[src/rtl/cwp_pkg.sv]
package cwp_pkg;
   typedef enum logic {
      PACK_NARROW = 1'b0,
      PACK_WIDE   = 1'b1
   } pack_mode_e;
endpackage

[src/rtl/cwp_sample_slicer.sv]
module cwp_sample_slicer #(
   parameter int IN_W       = 16,
   parameter int SEG_W      = 8,
   parameter int NARROW_LSB = 2
) (
   input  logic [IN_W-1:0]  data_i,
   output logic [SEG_W-1:0] narrow_o
);
   generate
      if (NARROW_LSB + SEG_W > IN_W) begin : g_bad_slice
         $error("narrow field does not fit in the input bus");
      end
      if (NARROW_LSB == 0) begin : g_low
         assign narrow_o = data_i[SEG_W-1:0];
      end else begin : g_offset
         assign narrow_o = data_i[NARROW_LSB +: SEG_W];
      end
   endgenerate
endmodule

[src/rtl/cwp_lane_ctrl.sv]
module cwp_lane_ctrl
   import cwp_pkg::*;
#(
   parameter int NARROW_LANES = 4,
   parameter int WIDE_LANES   = 2,
   parameter int CNT_W        = 2
) (
   input  logic             clk,
   input  logic             rst_n,
   input  pack_mode_e       mode_i,
   input  logic             sof_i,
   input  logic             ready_i,
   input  logic             take_i,
   output pack_mode_e       mode_o,
   output logic [CNT_W-1:0] lane_o,
   output logic             last_o
);
   logic             started_q;
   pack_mode_e       mode_q;
   logic [CNT_W-1:0] cnt_q;
   logic             sof_take;
   logic             load_mode;

   assign sof_take  = sof_i && ready_i;
   assign load_mode = sof_take || !started_q;
   assign mode_o    = load_mode ? mode_i : mode_q;
   assign lane_o    = sof_take ? '0 : cnt_q;
   assign last_o    = (mode_o == PACK_WIDE) ? (lane_o == CNT_W'(WIDE_LANES - 1))
                                            : (lane_o == CNT_W'(NARROW_LANES - 1));

   always_ff @(posedge clk or negedge rst_n) begin
      if (!rst_n) begin
         started_q <= 1'b0;
         mode_q    <= PACK_NARROW;
         cnt_q     <= '0;
      end else begin
         if (load_mode) mode_q <= mode_i;
         if (take_i || sof_take) started_q <= 1'b1;
         if (take_i) cnt_q <= last_o ? '0 : lane_o + CNT_W'(1);
         else if (sof_take) cnt_q <= '0;
      end
   end

   AST_LANE_RANGE: assert property (@(posedge clk) disable iff (!rst_n)
      (mode_q == PACK_WIDE) |-> (cnt_q < CNT_W'(WIDE_LANES)));
   AST_SOF_EMPTY: assert property (@(posedge clk) disable iff (!rst_n)
      (sof_take && !take_i) |=> (cnt_q == '0));
   AST_SOF_FIRST: assert property (@(posedge clk) disable iff (!rst_n)
      (sof_take && take_i) |=> (cnt_q == CNT_W'(1)));
endmodule

[src/rtl/cwp_word_assembler.sv]
module cwp_word_assembler
   import cwp_pkg::*;
#(
   parameter int IN_W       = 16,
   parameter int OUT_W      = 32,
   parameter int SEG_W      = 8,
   parameter int NARROW_LSB = 2,
   parameter int CNT_W      = 2
) (
   input  logic             clk,
   input  logic             rst_n,
   input  logic             take_i,
   input  logic             last_i,
   input  pack_mode_e       mode_i,
   input  logic [CNT_W-1:0] lane_i,
   input  logic [IN_W-1:0]  data_i,
   input  logic             out_ready_i,
   output logic             in_ready_o,
   output logic             out_valid_o,
   output logic [OUT_W-1:0] out_data_o
);
   localparam int LANES     = OUT_W / SEG_W;
   localparam int WIDE_SEGS = IN_W / SEG_W;

   logic [SEG_W-1:0] narrow_seg;
   logic [OUT_W-1:0] merged;
   logic             out_valid_q;
   logic [OUT_W-1:0] out_data_q;

   cwp_sample_slicer #(
      .IN_W(IN_W), .SEG_W(SEG_W), .NARROW_LSB(NARROW_LSB)
   ) u_slicer (
      .data_i  (data_i),
      .narrow_o(narrow_seg)
   );

   for (genvar l = 0; l < LANES; l++) begin : g_lane
      localparam int WORD_IX = l / WIDE_SEGS;
      localparam int PART    = l % WIDE_SEGS;
      logic [SEG_W-1:0] acc_q;
      logic [SEG_W-1:0] seg;
      logic             hit;

      assign hit = (mode_i == PACK_WIDE) ? (lane_i == CNT_W'(WORD_IX))
                                         : (lane_i == CNT_W'(l));
      assign seg = (mode_i == PACK_WIDE) ? data_i[PART*SEG_W +: SEG_W] : narrow_seg;
      assign merged[l*SEG_W +: SEG_W] = (take_i && hit) ? seg : acc_q;

      always_ff @(posedge clk or negedge rst_n) begin
         if (!rst_n) acc_q <= '0;
         else if (take_i && hit) acc_q <= seg;
      end
   end

   assign in_ready_o  = !out_valid_q || out_ready_i;
   assign out_valid_o = out_valid_q;
   assign out_data_o  = out_data_q;

   always_ff @(posedge clk or negedge rst_n) begin
      if (!rst_n) begin
         out_valid_q <= 1'b0;
         out_data_q  <= '0;
      end else if (take_i && last_i) begin
         out_valid_q <= 1'b1;
         out_data_q  <= merged;
      end else if (out_ready_i) begin
         out_valid_q <= 1'b0;
      end
   end

   AST_HOLD_WORD: assert property (@(posedge clk) disable iff (!rst_n)
      (out_valid_q && !out_ready_i) |=> (out_valid_q && $stable(out_data_q)));
endmodule

[src/rtl/cam_word_packer.sv]
module cam_word_packer
   import cwp_pkg::*;
#(
   parameter int IN_W       = 16,
   parameter int OUT_W      = 32,
   parameter int SEG_W      = 8,
   parameter int NARROW_LSB = 2
) (
   input  logic             clk,
   input  logic             rst_n,
   input  logic             mode_wide_i,
   input  logic             sof_i,
   input  logic             in_valid_i,
   input  logic [IN_W-1:0]  in_data_i,
   output logic             in_ready_o,
   output logic             out_valid_o,
   output logic [OUT_W-1:0] out_data_o,
   input  logic             out_ready_i
);
   localparam int NARROW_LANES = OUT_W / SEG_W;
   localparam int WIDE_LANES   = OUT_W / IN_W;
   localparam int CNT_W        = (NARROW_LANES > 1) ? $clog2(NARROW_LANES) : 1;

   generate
      if (OUT_W % IN_W != 0 || IN_W % SEG_W != 0) begin : g_bad_ratio
         $error("widths must divide evenly");
      end
      if (WIDE_LANES < 2) begin : g_bad_wide
         $error("output word must hold at least two wide samples");
      end
   endgenerate

   pack_mode_e       mode_req;
   pack_mode_e       mode_act;
   logic [CNT_W-1:0] lane;
   logic             last;
   logic             take;
   logic             ready;

   assign mode_req   = mode_wide_i ? PACK_WIDE : PACK_NARROW;
   assign take       = in_valid_i && ready;
   assign in_ready_o = ready;

   cwp_lane_ctrl #(
      .NARROW_LANES(NARROW_LANES), .WIDE_LANES(WIDE_LANES), .CNT_W(CNT_W)
   ) u_ctrl (
      .clk    (clk),
      .rst_n  (rst_n),
      .mode_i (mode_req),
      .sof_i  (sof_i),
      .ready_i(ready),
      .take_i (take),
      .mode_o (mode_act),
      .lane_o (lane),
      .last_o (last)
   );

   cwp_word_assembler #(
      .IN_W(IN_W), .OUT_W(OUT_W), .SEG_W(SEG_W), .NARROW_LSB(NARROW_LSB), .CNT_W(CNT_W)
   ) u_asm (
      .clk        (clk),
      .rst_n      (rst_n),
      .take_i     (take),
      .last_i     (last),
      .mode_i     (mode_act),
      .lane_i     (lane),
      .data_i     (in_data_i),
      .out_ready_i(out_ready_i),
      .in_ready_o (ready),
      .out_valid_o(out_valid_o),
      .out_data_o (out_data_o)
   );

   AST_VALID_AFTER_TAKE: assert property (@(posedge clk) disable iff (!rst_n)
      $rose(out_valid_o) |-> $past(in_valid_i && in_ready_o));
   AST_STALL_NO_READY: assert property (@(posedge clk) disable iff (!rst_n)
      (out_valid_o && !out_ready_i) |-> !in_ready_o);
endmodule

[config.mk]
export PLATFORM = sky130hd
export DESIGN_NAME = cam_word_packer
export DESIGN_NICKNAME = d
export VERILOG_FILES = /design/src/rtl/cwp_pkg.sv /design/src/rtl/cwp_sample_slicer.sv /design/src/rtl/cwp_lane_ctrl.sv /design/src/rtl/cwp_word_assembler.sv /design/src/rtl/cam_word_packer.sv
export SDC_FILE = /design/constraint.sdc
export NUM_CORES = 1
export LEC_CHECK = 0
export BUFFER_PORTS_ARGS = -buffer_cell sky130_fd_sc_hd__buf_2
export CAP_MARGIN = 20
export CORE_ASPECT_RATIO = 1.75
export CORE_MARGIN = 2
export CORE_UTILIZATION = 45
export DETAILED_ROUTE_END_ITERATION = 7
export GPL_ROUTABILITY_DRIVEN = 0
export PLACE_DENSITY = 0.79
export SLEW_MARGIN = 20
export SYNTH_ARGS = -nofsm -noshare
export SYNTH_HDL_FRONTEND = slang
export SYNTH_SLANG_ARGS = --single-unit
[constraint.sdc]
create_clock -name clk -period 4.5 [get_ports clk]
set_input_delay 0.9 -clock clk [delete_from_list [all_inputs] [get_ports clk]]
set_output_delay 0.9 -clock clk [all_outputs]
set_load 0.05 [all_outputs]
==> results_dict.tcl <==
set metrics [dict create \
    synth_area_per_cell_um2 10.9 \
    outcome "finished, final reports clean" \
    port_buffers 55 \
    end_kind "flip-flop" \
    cts-buffers-inserted 9 \
    syn-num-nets 297 \
    fin_skew_ns 0.00676 \
    remaining_drc_errors 0 \
    clk_latency_ns 0.33 \
    synthCells 275 \
    grt_pass1_wl_mm 12.0 \
    synthFlopType "dfrtp_1" \
    rsz0062_at_grt "no" \
    wl_per_cell_um 18.1 \
    hold_buffers 0 \
    coreArea_um2 6490 \
    clock_tree.root_cell "clkbuf_16" \
    p_switching_mw 1.15 \
    synth_edf_count 0 \
    tightest_slew_ns 0.777 \
    ys_ff_latch 61 \
    path_cells "buf_2 > nor2b_4 > inv_2 > a21boi_2 > nor3_4 > or3_1 > o41ai_2" \
    final_common_cell "dfrtp_1" \
    grt_overflow 0 \
    cap_violations 0 \
    cts_tree "done" \
    first_pass_iters 4 \
    p_sw_share_pct 44.3 \
    critPathMaxFanout 13 \
    irDropWorstVdd_mv 0.436 \
    cts_max_path_buffers 2 \
    synth_top_area_share_pct 51.1 \
    antenna_found_initial 0 \
    post_drt_via_cell_ratio 5.86 \
    fin_area_um2 3570 \
    period_share_pct 61.7 \
    routed-via-count 2433 \
    clock-sinks 61 \
    ioPinCount 56 \
    fin_tns_setup_ns 0 \
    path_buf_inv 2 \
    crit_family "compound AO/OA/AOI/OAI gates" \
    chipWidth_um 65.6 \
    fin_nets 351 \
    seq_power_share_pct 34.1 \
    hold_violations 0 \
    synth.distinct_cells 42 \
    drt_wl_total_mm 7.51 \
    clkTransAtPathRegs_ns 0.05 \
    synth_warnings 0 \
    power_density_nw_per_um2 726 \
    internal-power_mw 1.44 \
    async_flop_share_pct 100 \
    leakage_nw 1.58 \
    pwr-share-clk_pct 23.2 \
    period_needed_ns 2.78 \
    grt_pass1_vias 2442 \
    area_growth_pct 19.6 \
    setup.worst_path.class "input port to flip-flop" \
    initial_core_util_pct 46.0 \
    layout-drive-gt1-share_pct 28.5 \
    combPwrFrac_pct 42.6 \
    die_area_um2 7330 \
    synthesis.area_um2 2990 \
    synth.yosys.seq_area_share_pct 51.1 \
    core.rowCount 39 \
    fillers 576 \
    maxSlewHeadroom_pct 47.9 \
    cts_resized 0 \
    cp-start-kind "input port" \
    cp.arrival_ns 3.00 \
    grt_max_degree 61 \
    grt_use_total_pct 22.2 \
    ant_nets 0 \
    setup-violations-final 0 \
    finalMaxSlewViolations 0 \
    layout_common_cells "dfrtp_1 (61), buf_2 (55), a211oi_1 (24), mux2i_1 (24), nor2_1 (21)" \
    place_hpwl_mm 5.40 \
    antenna_cells 0 \
    cp_slowest_cell "a21boi_2" \
    ys_top_cells_by_area "dfrtp_1 (51%), mux2i_1 (8.0%), a211oi_1 (6.0%)" \
    yosys.area.top_type "dfrtp_1" \
    place_area_um2 3310 \
    dieHeight_um 112 \
    min_path_type "input port to async pin" \
    slowest_delay_ns 0.56 \
    drt_iter0_drc 116 \
    postCtsSetupRepairBufs 0 \
    worstPathRequired_ns 4.72 \
    ctsHtreeMaxLevel 3 \
    fmax_mhz 360 \
]
path summary, 6_finish.rpt:
| path | start | depth (start not counted) | slack (ns) | to |
|---|---|---|---|---|
| worst max-delay path | out_ready_i | 7 | 1.72 | u_asm.out_data_o[9]$_DFFE_PN0P_ |
| worst min-delay path | rst_n | 1 | 0.35 | u_asm.out_valid_o$_DFFE_PN0P_ |
| worst max register to register | u_asm.out_valid_o$_DFFE_PN0P_ | 6 | 2.03 | u_asm.out_data_o[9]$_DFFE_PN0P_ |
| worst min register to register | u_asm.out_data_o[17]$_DFFE_PN0P_ | 1 | 0.48 | u_asm.out_data_o[17]$_DFFE_PN0P_ |
| max in group asynchronous | rst_n | 2 | 3.25 | u_asm.g_lane[1].acc_q[0]$_DFF_PN0_ |
| min in group clk | u_asm.out_data_o[17]$_DFFE_PN0P_ | 1 | 0.48 | u_asm.out_data_o[17]$_DFFE_PN0P_ |
state kept, by name, indices dropped and copies added (netlist names):
name,cells
u_ctrl.mode_q,1
u_asm.out_data_o,32
u_asm.g_lane.acc_q,24
u_ctrl.cnt_q,2
u_asm.out_valid_o,1
u_ctrl.started_q,1
power by group through the flow:
| stage | Sequential (mW) | Clock [mW] | Combinational [mW] |
|---|---|---|---|
| detailed placement | 0.889 | 0 | 1.11 |
| floorplan | 1.39 | 0 | 0.328 |
| CTS | 0.885 | 0.612 | 1.11 |
| finish | 0.885 | 0.602 | 1.11 |
| global placement | 0.887 | 0 | 1.09 |
| global route | 0.903 | 0.634 | 1.17 |
layer usage:
layer | track usage, % | up-vias | share of wire [%]
li1 | - | 1124 | -
met1 | 24.6 | 1183 | 37
met2 | 36.8 | 95 | 53
met3 | 4.65 | 31 | 6.3
met4 | 15.8 | 0 | 4.3
met5 | 0 | - | 0
cell type report:
type                            instances  area, um2  area share [%]
Sequential cell                        61       1530            42.7
Multi-Input combinational cell        178       1300            36.4
Timing Repair Buffer                   60        313            8.76
Clock buffer                           13        250            7.01
Tap cell                               82        103            2.87
Inverter                               19       71.3            2.00
Clock inverter                          2       10.0           0.280
cells by family (layout without fill, tap and decap cells):
family          count (synthesis)  count (layout)  synth area share [%]
mux                            33              33                  11.4
compound gates                 79              79                  19.7
flops                          61              61                  51.1
simple gates                   66              66                  12.1
buf+inv                        36              94                  5.61
cells in the mapped netlist (all sizes together), types with 3 or more instances:
master,instances
nor2,22
a211oi,24
o21ai,5
inv,19
and2,3
mux2i,24
nor3,8
clkbuf,3
buf,14
nand3,3
dfrtp,61
nor4,9
o41ai,5
a21oi,19
o31ai,9
a31oi,10
mux2,9
nand2,12
through the flow:
step	cells	utilization, %	power [mW]	hold slack [ns]	setup WS (ns)
after floorplan	275	-	1.72	0.454	1.98
after global placement	400	51.0	1.98	0.467	1.50
after detailed placement	400	51.0	2.00	0.469	1.38
after CTS	415	55.0	2.61	0.342	1.74
after global routing	415	55.0	2.71	0.344	1.54
final	415	55.0	2.59	0.347	1.72
(Power assumes the default switching activity.)
